`src/rtl/pkt_rx_fifo_pkg.sv`:
```
package pkt_rx_fifo_pkg;

    typedef enum logic {
        GATE_HUNT = 1'b0,
        GATE_PASS = 1'b1
    } gate_state_t;

    typedef struct packed {
        logic sop;
        logic eop;
    } pkt_mark_t;

    function automatic int unsigned width_for(input int unsigned n);
        return (n < 2) ? 1 : $clog2(n + 1);
    endfunction

endpackage

```
`src/rtl/rx_pwr_seq.sv`:
```
module rx_pwr_seq
    import pkt_rx_fifo_pkg::*;
#(
    parameter int unsigned PWRUP_CYC = 16
) (
    input  logic clk,
    input  logic rst,
    input  logic flush,
    output logic pwr_ready
);
    localparam int unsigned CW = width_for(PWRUP_CYC);

    logic [CW-1:0] wait_cnt;

    always_ff @(posedge clk) begin
        if (rst || flush) begin
            wait_cnt <= CW'(PWRUP_CYC);
        end else if (wait_cnt != '0) begin
            wait_cnt <= wait_cnt - 1'b1;
        end
    end

    assign pwr_ready = !flush && (wait_cnt == '0);
endmodule

```
`src/rtl/rx_ingress_gate.sv`:
```
module rx_ingress_gate
    import pkt_rx_fifo_pkg::*;
(
    input  logic clk,
    input  logic rst,
    input  logic pwr_ready,
    input  logic in_valid,
    input  logic in_sop,
    input  logic full,
    output logic accept
);
    gate_state_t state;

    always_comb begin
        accept = 1'b0;
        if (pwr_ready && in_valid && !full) begin
            accept = (state == GATE_PASS) || in_sop;
        end
    end

    always_ff @(posedge clk) begin
        if (rst || !pwr_ready) begin
            state <= GATE_HUNT;
        end else if (in_valid) begin
            state <= accept ? GATE_PASS : GATE_HUNT;
        end
    end
endmodule

```
`src/rtl/rx_fifo_store.sv`:
```
module rx_fifo_store
    import pkt_rx_fifo_pkg::*;
#(
    parameter int unsigned DATA_W      = 8,
    parameter int unsigned DEPTH       = 64,
    parameter int unsigned AVAIL_WORDS = 8
) (
    input  logic              clk,
    input  logic              rst,
    input  logic              flush,
    input  logic              push,
    input  logic [DATA_W-1:0] wr_data,
    input  pkt_mark_t         wr_mark,
    input  logic              pop,
    output logic [DATA_W-1:0] rd_data,
    output pkt_mark_t         rd_mark,
    output logic              empty,
    output logic              full,
    output logic              worth_reading,
    output logic [$clog2(DEPTH):0] fill
);
    localparam int unsigned AW = $clog2(DEPTH);
    localparam int unsigned LW = AW + 1;
    localparam int unsigned EW = DATA_W + $bits(pkt_mark_t);

    logic [EW-1:0] mem [DEPTH];
    logic [AW-1:0] wr_ptr, rd_ptr;
    logic [LW-1:0] level;
    logic [LW-1:0] pkt_cnt;
    logic          end_in, end_out;

    assign end_in  = push && wr_mark.eop;
    assign end_out = pop && rd_mark.eop;

    always_ff @(posedge clk) begin
        if (push) begin
            mem[wr_ptr] <= {wr_mark, wr_data};
        end
    end

    always_ff @(posedge clk) begin
        if (rst || flush) begin
            wr_ptr  <= '0;
            rd_ptr  <= '0;
            level   <= '0;
            pkt_cnt <= '0;
        end else begin
            if (push) wr_ptr <= wr_ptr + 1'b1;
            if (pop)  rd_ptr <= rd_ptr + 1'b1;
            level   <= level + LW'(push) - LW'(pop);
            pkt_cnt <= pkt_cnt + LW'(end_in) - LW'(end_out);
        end
    end

    assign {rd_mark, rd_data} = mem[rd_ptr];
    assign empty = (level == '0);
    assign full  = (level == LW'(DEPTH));
    assign fill  = level;

    generate
        if (AVAIL_WORDS == 0) begin : g_pkt_only
            assign worth_reading = (pkt_cnt != '0);
        end else begin : g_pkt_or_level
            assign worth_reading = (pkt_cnt != '0) || (level >= LW'(AVAIL_WORDS));
        end
    endgenerate
endmodule

```
`src/rtl/rx_port_sel.sv`:
```
module rx_port_sel #(
    parameter int unsigned ADDR_W    = 5,
    parameter int unsigned PORT_ADDR = 0
) (
    input  logic              clk,
    input  logic              rst,
    input  logic              flush,
    input  logic              rd_sel,
    input  logic [ADDR_W-1:0] rd_addr,
    output logic              selected
);
    always_ff @(posedge clk) begin
        if (rst || flush) begin
            selected <= 1'b0;
        end else if (rd_sel) begin
            selected <= (rd_addr == ADDR_W'(PORT_ADDR));
        end
    end
endmodule

```
`src/rtl/pkt_rx_fifo.sv`:
```
module pkt_rx_fifo
    import pkt_rx_fifo_pkg::*;
#(
    parameter int unsigned DATA_W      = 8,
    parameter int unsigned DEPTH       = 64,
    parameter int unsigned PWRUP_CYC   = 16,
    parameter int unsigned AVAIL_WORDS = 8,
    parameter int unsigned ADDR_W      = 5,
    parameter int unsigned PORT_ADDR   = 1
) (
    input  logic              clk,
    input  logic              rst,
    input  logic              ctrl_we,
    input  logic              ctrl_flush_in,
    output logic              ctrl_flush_out,
    input  logic              in_valid,
    input  logic [DATA_W-1:0] in_data,
    input  logic              in_sop,
    input  logic              in_eop,
    input  logic              rd_sel,
    input  logic [ADDR_W-1:0] rd_addr,
    input  logic              rd_en,
    output logic              out_valid,
    output logic [DATA_W-1:0] out_data,
    output logic              out_sop,
    output logic              out_eop,
    output logic              out_avail
);
    localparam int unsigned LW = $clog2(DEPTH) + 1;

    logic          flush;
    logic          pwr_ready;
    logic          push, pop;
    logic          empty, full, worth_reading, selected;
    logic [LW-1:0] fill;
    pkt_mark_t     in_mark, head_mark;

    always_ff @(posedge clk) begin
        if (rst) begin
            flush <= 1'b1;
        end else if (ctrl_we) begin
            flush <= ctrl_flush_in;
        end
    end
    assign ctrl_flush_out = flush;

    rx_pwr_seq #(.PWRUP_CYC(PWRUP_CYC)) u_pwr (
        .clk(clk), .rst(rst), .flush(flush), .pwr_ready(pwr_ready)
    );

    rx_ingress_gate u_gate (
        .clk(clk), .rst(rst), .pwr_ready(pwr_ready), .in_valid(in_valid),
        .in_sop(in_sop), .full(full), .accept(push)
    );

    assign in_mark = '{sop: in_sop, eop: in_eop};

    rx_fifo_store #(
        .DATA_W(DATA_W), .DEPTH(DEPTH), .AVAIL_WORDS(AVAIL_WORDS)
    ) u_store (
        .clk(clk), .rst(rst), .flush(flush), .push(push),
        .wr_data(in_data), .wr_mark(in_mark), .pop(pop),
        .rd_data(out_data), .rd_mark(head_mark), .empty(empty), .full(full),
        .worth_reading(worth_reading), .fill(fill)
    );

    rx_port_sel #(.ADDR_W(ADDR_W), .PORT_ADDR(PORT_ADDR)) u_sel (
        .clk(clk), .rst(rst), .flush(flush), .rd_sel(rd_sel),
        .rd_addr(rd_addr), .selected(selected)
    );

    assign out_sop   = head_mark.sop;
    assign out_eop   = head_mark.eop;
    assign out_valid = selected && pwr_ready && !empty;
    assign pop       = out_valid && rd_en;
    assign out_avail = selected && pwr_ready && worth_reading;
endmodule

```
`config.mk`:
```
export PLATFORM = sky130hd
export DESIGN_NAME = pkt_rx_fifo
export DESIGN_NICKNAME = d
export VERILOG_FILES = /design/src/rtl/pkt_rx_fifo_pkg.sv /design/src/rtl/rx_pwr_seq.sv /design/src/rtl/rx_ingress_gate.sv /design/src/rtl/rx_fifo_store.sv /design/src/rtl/rx_port_sel.sv /design/src/rtl/pkt_rx_fifo.sv
export SDC_FILE = /design/constraint.sdc
export NUM_CORES = 1
export LEC_CHECK = 0
export ABC_AREA = 1
export BUFFER_PORTS_ARGS = -buffer_cell sky130_fd_sc_hd__buf_2
export CORE_ASPECT_RATIO = 1.5
export CORE_UTILIZATION = 35
export DETAILED_ROUTE_END_ITERATION = 7
export PLACE_DENSITY = 0.51
export SLEW_MARGIN = 15
export SYNTH_ARGS = -nofsm -noshare
export SYNTH_HDL_FRONTEND = slang
export SYNTH_SLANG_ARGS = --single-unit
export TNS_END_PERCENT = 1
```
`constraint.sdc`:
```
create_clock -name clk -period 5.7 [get_ports clk]
set_input_delay 0.57 -clock clk [delete_from_list [all_inputs] [get_ports clk]]
set_output_delay 0.57 -clock clk [all_outputs]
set_load 0.02 [all_outputs]
```
==> impl_metrics.toml, run 1 <==
[synth]
mappedNetlistArea_um2 = 28300
synth_top_cell_area_share_pct = 68.0
avgSynthCellArea_um2 = 11.4
synth_nets = 2520
synth_seq_cells = 680
synth_area_leaders = "edfxtp_1 68%, nand2_1 11%, nand3_1 9.7%"
synth_cells = 2470
yosysWarnings = 0
synth_most_common_cell = "nand2_1"
synthArstFlopShare_pct = 0
ys_types = 40
post-synth-top-area-cell = "edfxtp_1"
synth-seq-area-share_pct = 70.9
synth_ff_type = "edfxtp_1"
synth_common_cells = "820 x nand2_1, 640 x edfxtp_1, 549 x nand3_1"
synth-edff-count = 640

[global_route]
grtUsageTotal_pct = 18.8
grt_overflow_total = 0
antenna_found_initial = 1
grt_pass1_wl_um = 115000
grt_max_degree = 165
grt_pass1_vias = 18400

[min_path]
min_path_cells = 2
hold-path-endpoint = "u_sel.selected$_SDFFE_PP0P_"
hp-class = "input port to flop"
hold_start = "rd_sel"

[run_status]
outcome = "complete, no violations"

[sta]
fin_crit_ns = 4.89
finalCritPeriodShare_pct = 85.8
slew_headroom_pct = 19.0
worst_pin_slew_ns = 1.21
final.setup.tns_ns = 0
hold_viol_final = 0
finalMaxSlewViolations = 0
rsz0062_at_grt = "false"
max_freq_mhz = 204
skew_ns = 0.0210
setup_violations = 0

[routing]
viasPerCell = 5.15
drc = 0
wl_per_cell_um = 21.6
drtIter0Drc = 1416
vias = 18200
detail-route-antenna-nets = 0
firstDrtPassIters = 5
routed_wl_um = 76500

[critical_path]
critical_path_class = "flop to primary output"
start_kind = "flop"
rr_worst_depth = 20
endpoint_kind = "primary output"
crit_path_max_fanout = 164
rrSetupSlack_ns = 1.32
worstPathArrival_ns = 4.32
critical_path_required_ns = 5.13
r2r_end = "u_store.pkt_cnt[6]$_SDFF_PP0_"

[placement]
io_buffers = 34
post_dp_cell_area_um2 = 29300
place_hpwl_um = 44100
gp_congestion = 0.796
dp.cells = 3426

[clocking]
clk_pin_slew_ns = 0.07
post-cts-setup-buffers = 0
cts_buffers = 61
clock_sinks = 680
clkLatencyLatePin_ns = 0.64
ctsResizeCount = 0
clock-root-buffer = "clkbuf_16"
htreeDepth = 2
cts_hold_buffers = 0
tritoncts = "built"
clockBufferDepth = 3

[floorplan]
initial_core_util_pct = 35.4
ioPinCount = 35
core-area_um2 = 79900
design.die.area_um2 = 81900
rows = 127
fp.dieW_um = 234
die_h_um = 350

[finish]
instances_no_fill = 3538
synthToLayoutAreaGrowth_pct = 10.4
drive_gt1_share_pct = 7.38
diodes = 0
fin_area_um2 = 31200
fillCellCount = 7646
nets = 2507

[power_and_ir_drop]
power.density_nw_per_um2 = 308
design_power_total_mw = 9.61
irDropWorstVdd_v = 0.000241
leakagePower_nw = 10.9

[run]
maxCapViolations = 0
==> logic make-up (layout without fill, tap and decap cells) <==
kind of cell,count (synthesis),in the layout,synth area share (%)
simple gates,1480,1480,22.8
buf+inv,203,239,3.35
xor+xnor,8,8,0.248
flops,680,680,70.9
compound gates,71,71,1.43
fa+ha+maj,28,28,1.29
==> state kept, by name, summed over array words and instances (netlist names), named ones only <==
signal / cells
u_store.wr_ptr: 6
u_store.rd_ptr: 6
u_pwr.wait_cnt: 5
u_store.mem: 640
u_store.pkt_cnt: 7
u_store.fill: 7
u_gate.state: 1
u_sel.selected: 1
ctrl_flush_out: 1
==> final cells by class <==
| cell class | instances | area, um2 | area share [%] |
|---|---|---|---|
| well taps | 1032 | 1290 | 4.14 |
| repair buffers | 64 | 420 | 1.35 |
| flip-flops and latches | 680 | 20000 | 64.2 |
| clock inverters | 37 | 304 | 0.975 |
| clock buffers | 75 | 1610 | 5.16 |
| multi-input cells | 1587 | 7290 | 23.4 |
| inverters | 63 | 246 | 0.790 |
==> cell usage in the layout, fill, tap and decap left out, types with 3 or more instances in the layout <==
master      instances
buf_4              28
clkbuf_16          61
nand2_1           820
bufinv_16           4
nand3_4             7
o211ai_1            9
inv_1              56
edfxtp_1          640
o21ai_0            18
clkbuf_1           11
clkinvlp_4          5
a21oi_1            37
nand2_4             3
clkinv_2           12
dfxtp_4             3
nand3_1           549
nor2_2              3
xor2_1              6
clkbuf_8            3
clkinv_1           14
inv_2               4
nor3_1              5
nor2_1             80
dfxtp_1            37
ha_1               26
buf_2              34
==> report_power, final <==
part / internal (mW) / switching, mW
registers: 5.46 / 0.00235
clock network: 2.18 / 1.85
logic: 0.0167 / 0.106
==> stage by stage <==
step / setup WS, ns / utilization, % / hold slack, ns
2_1_floorplan: 2.59 / - / 0.437
3_3_place_gp: 1.27 / 36.6 / 0.447
3_5_place_dp: 1.32 / 36.6 / 0.450
4_1_cts: 0.704 / 39.0 / 0.0940
5_1_grt: 0.449 / 39.0 / 0.129
6_report: 0.808 / 39.0 / 0.134
==> worst max path at each step <==
stage	cells after the start	to	from
after floorplan	22	u_store.fill[6]$_SDFF_PP0_	u_pwr.wait_cnt[0]$_SDFFE_PP0P_
after global placement	20	u_store.pkt_cnt[6]$_SDFF_PP0_	flop
after detailed placement	20	u_store.pkt_cnt[6]$_SDFF_PP0_	flop
after CTS	11	out_data[0]	flop
after global routing	11	out_data[0]	flop
final	11	out_data[0]	flop
==> critical path: stages, from the launching register on <==
cell	delay [ns]
dfxtp_4	0.57
inv_8	0.84
buf_4	0.92
nand2_1	0.12
nand3_1	0.13
nand3_1	0.11
nand2_1	0.12
nand2_1	0.08
nand3_1	0.17
nand3_1	0.17
nand2_1	0.17
buf_2	0.18
==> metal layers <==
layer,vias up,GRT usage (%),wire [um],share of wire (%)
met1,9019,22.7,30500,40
met4,0,8.35,3430,4.5
met2,489,33.6,39400,51
met5,-,0,0,0
li1,8583,-,-,-
met3,142,1.92,3220,4.2
Power figures use the tool's default switching activity.
==> run 2: changes to the inputs <==
Settings changed: CORE_ASPECT_RATIO 1.5 to 1.4.
==> impl_metrics.toml, run 2 (same netlist as run 1, synthesis figures left out) <==
[finish]
fillCellCount = 7552
instances_no_fill = 3568
drive_gt1_share_pct = 7.28
post-route-util_pct = 39.5
regMostFlops = "u_store.mem"
layout_commonest_cell = "nand2_1"
diodes = 0
synthToLayoutAreaGrowth_pct = 11.2
fin_area_um2 = 31400
largest_reg_flops = 640
nets = 2514
final_cell_mix = "820 x nand2_1, 640 x edfxtp_1, 549 x nand3_1"
multiInputGateArea_um2 = 7290
seqCellArea_um2 = 20000

[placement]
dp.cells = 3449
post_dp_cell_area_um2 = 29300
gp_congestion = 0.797
io_buffers = 34
place_hpwl_um = 44500

[floorplan]
core-area_um2 = 79500
fp.dieW_um = 242
rows = 122
initial_core_util_pct = 35.5
ioPinCount = 35
die_h_um = 338
design.die.area_um2 = 81900

[power_and_ir_drop]
switching_power_mw = 1.95
design_power_total_mw = 9.94
p_sw_share_pct = 19.7
leakagePower_nw = 11.0
irDropWorstVdd_v = 0.000197
comb_power_share_pct = 1.2
p_clk_share_pct = 43.8
p_int_mw = 7.98
power.density_nw_per_um2 = 316
pwr-share-seq_pct = 54.9

[clocking]
post-cts-setup-buffers = 0
clkLatencyLatePin_ns = 0.61
ctsResizeCount = 0
htreeDepth = 3
clock_sinks = 680
cts_hold_buffers = 0
cts_buffers = 67
clock-root-buffer = "clkbuf_16"
clk_pin_slew_ns = 0.06
tritoncts = "built"
clockBufferDepth = 3

[sta]
finalMaxSlewViolations = 0
slew_headroom_pct = 14.5
max_freq_mhz = 225
hold_viol_final = 0
final.setup.tns_ns = 0
skew_ns = 0.0223
finalCritPeriodShare_pct = 78.0
fin_crit_ns = 4.45
worst_pin_slew_ns = 1.28
setup_violations = 0
rsz0062_at_grt = "false"

[critical_path]
crit_family = "buffers and inverters"
critical_path_required_ns = 5.13
start_kind = "flop"
cp_cell_sequence = "inv_8 -> buf_4 -> nand2_1 -> nand3_1 -> nand3_1 -> nand2_1 -> nand2_1 -> nand3_1 -> o211ai_1 -> nand2_1 -> buf_2"
critical_path_class = "flop to primary output"
crit_path_max_fanout = 139
crit_slowest_cell = "buf_4"
worst-path-buf-inv = 3
worstPathArrival_ns = 3.88
cpMostUsedCell = "nand2_1"
max_stage_delay_ns = 0.68
endpoint_kind = "primary output"

[run_status]
outcome = "complete, no violations"

[global_route]
grtUsageTotal_pct = 18.7
grt_overflow_total = 0
antenna_found_initial = 0
grt_pass1_wl_um = 115000
grt_pass1_vias = 17900
grt_max_degree = 198

[routing]
drtIter0Drc = 1411
drc = 0
detail-route-antenna-nets = 0
wl_per_cell_um = 21.6
routed_wl_um = 77000
viasPerCell = 5.11
firstDrtPassIters = 5
vias = 18200

[run]
maxCapViolations = 0

[min_path]
hold_start = "rd_sel"
hp-class = "input port to flop"
run 2: cell count changes in the layout (fill, tap and decap cells not counted), sizes merged:
cell      change
bufinv        -1
clkbuf       +19
buf           +1
clkinvlp      -3
clkinv        -5
inv           -3
run 2: metal layers:
| metal | part of all wire, % | GRT usage [%] | up-vias | wire length, um |
|---|---|---|---|---|
| met5 | 0 | 0 | - | 0 |
| met4 | 3.6 | 7.98 | 0 | 2750 |
| met3 | 4.7 | 2.14 | 115 | 3630 |
| met2 | 52 | 33.2 | 506 | 39700 |
| met1 | 40 | 23.0 | 9022 | 31000 |
| li1 | - | - | 8600 | - |
run 2: path summary, 6_finish.rpt:
check | to | slack [ns] | cells after the start
min | u_sel.selected$_SDFFE_PP0P_ | 0.15 | 2
max reg2reg | u_store.pkt_cnt[6]$_SDFF_PP0_ | 1.78 | 18
max | out_data[6] | 1.25 | 11
min reg2reg | u_gate.state$_SDFFE_PP0P_ | 0.46 | 2
run 2: power by group through the flow:
stage | Combinational [mW] | Sequential (mW) | Clock (mW)
after CTS | 0.127 | 5.46 | 4.43
after global placement | 0.122 | 5.57 | 0
after floorplan | 0.0146 | 5.57 | 0
after detailed placement | 0.127 | 5.57 | 0
after global routing | 0.134 | 5.46 | 4.59
final | 0.123 | 5.46 | 4.36
run 2: layout make-up:
cell class	instances	area share, %
Inverter	63	0.792
Multi-Input combinational cell	1587	23.2
Clock inverter	25	0.585
Tap cell	1054	4.20
Sequential cell	680	63.7
Timing Repair Buffer	65	1.32
Clock buffer	94	6.19
run 2: metrics by stage:
step | hold WS (ns) | worst slack (ns)
2_1_floorplan | 0.437 | 2.59
3_3_place_gp | 0.446 | 1.72
3_5_place_dp | 0.452 | 1.75
4_1_cts | 0.113 | 1.27
5_1_grt | 0.153 | 1.13
6_report | 0.146 | 1.25
==> run 3: changes to the inputs <==
Clock period 5.7 ns to 4.63 ns, I/O delays scaled along.
==> impl_metrics.toml, run 3 (same netlist as run 1, synthesis figures left out) <==
[run_status]
outcome = "complete, no violations"

[critical_path]
critical_path_class = "flop to primary output"
start_kind = "flop"
worstPathArrival_ns = 3.61
max_stage_delay_ns = 0.68
cpMostUsedCell = "nand2_1"
crit_slowest_cell = "buf_4"
endpoint_kind = "primary output"
crit_path_max_fanout = 102
critical_path_required_ns = 4.17
cp_cell_sequence = "inv_8 -> buf_4 -> nand2_1 -> nand3_1 -> nand3_1 -> nand2_1 -> nand2_1 -> nand3_1 -> o211ai_1 -> nand2_1 -> buf_2"

[finish]
nets = 2525
fin_area_um2 = 31500
multiInputGateArea_um2 = 7290
instances_no_fill = 3579
drive_gt1_share_pct = 7.80
fillCellCount = 7577
final_cell_mix = "820 x nand2_1, 640 x edfxtp_1, 549 x nand3_1"
seqCellArea_um2 = 20000
synthToLayoutAreaGrowth_pct = 11.7
largest_reg_flops = 640
regMostFlops = "u_store.mem"
layout_commonest_cell = "nand2_1"
diodes = 0

[floorplan]
design.die.area_um2 = 81900
rows = 122
ioPinCount = 35
die_h_um = 338
initial_core_util_pct = 35.5
fp.dieW_um = 242
core-area_um2 = 79500

[clocking]
clock-root-buffer = "clkbuf_16"
clock_sinks = 680
tritoncts = "built"
cts_buffers = 68
clockBufferDepth = 3
clkLatencyLatePin_ns = 0.61
clk_pin_slew_ns = 0.06
htreeDepth = 3
ctsResizeCount = 0
post-cts-setup-buffers = 0

[global_route]
grt_max_degree = 108
antenna_found_initial = 1
grtUsageTotal_pct = 18.8
grt_pass1_vias = 18100
grt_overflow_total = 0
grt_pass1_wl_um = 115000

[placement]
io_buffers = 34
gp_congestion = 0.820
post_dp_cell_area_um2 = 29400
place_hpwl_um = 46500
dp.cells = 3458

[sta]
slew_headroom_pct = 24.2
max_freq_mhz = 246
finalMaxSlewViolations = 0
finalCritPeriodShare_pct = 87.9
setup_violations = 0
hold_viol_final = 0
skew_ns = 0.0194
final.setup.tns_ns = 0
fin_crit_ns = 4.07
timing.hold.ws_ns = 0.0460
rsz0062_at_grt = "false"
worst_pin_slew_ns = 1.13

[power_and_ir_drop]
irDropWorstVdd_v = 0.000256
power.density_nw_per_um2 = 388
design_power_total_mw = 12.3
leakagePower_nw = 11.1

[routing]
viasPerCell = 5.11
wl_per_cell_um = 21.4
vias = 18300
drtIter0Drc = 1373
drc = 0
detail-route-antenna-nets = 0
routed_wl_um = 76700
firstDrtPassIters = 5

[min_path]
hp-class = "input port to flop"

[run]
maxCapViolations = 0
-- run 3: metrics by stage --
step	utilization [%]	worst slack (ns)
2_1_floorplan	-	1.52
3_3_place_gp	37.0	0.974
3_5_place_dp	37.0	0.970
4_1_cts	39.7	0.538
5_1_grt	39.7	0.356
6_report	39.7	0.559
-- run 3: layer usage --
metal | up-vias | share of wire, % | GRT usage, %
met3 | 129 | 4.6 | 2.12
met1 | 8978 | 41 | 23.4
met5 | - | 0 | 0
met2 | 522 | 50 | 31.9
met4 | 0 | 4.7 | 9.74
li1 | 8642 | - | -
-- run 3: final timing paths --
kind / endpoint / from / slack, ns / cells after the start
setup / recovery: out_data[2] / flop / 0.56 / 11
setup reg to reg: u_store.pkt_cnt[6]$_SDFF_PP0_ / flop / 0.94 / 20
hold / removal: ctrl_flush_out$_SDFFE_PP1P_ / ctrl_we / 0.05 / 2
hold reg to reg: u_gate.state$_SDFFE_PP0P_ / u_gate.state$_SDFFE_PP0P_ / 0.48 / 2
-- run 3: layout make-up --
type / instances / share of cell area, %
inverters: 63 / 0.789
flip-flops and latches: 680 / 63.5
clock inverters: 30 / 0.698
well taps: 1054 / 4.18
multi-input cells: 1587 / 23.1
clock buffers: 90 / 6.09
repair buffers: 75 / 1.64
-- run 3: power breakdown --
group	switching, mW	internal [mW]	leakage [nW]
clock	2.30	3.08	1.05
combinational	0.133	0.0211	3.93
sequential	0.00280	6.72	6.07
-- run 3: critical path, delay by kind of cell (launching register included) --
family                 cells  cell delay [ns]
AO/OA/AOI/OAI              1             0.11
buffers and inverters      3             1.34
flip-flops                 1             0.46
AND/OR/NAND/NOR            7             0.96
-- run 3: repair_timing --
item	4_1_cts	5_1_grt
setup endpoints to repair	0	0
hold buffers	1	0
endpoints found under the hold margin	1	0
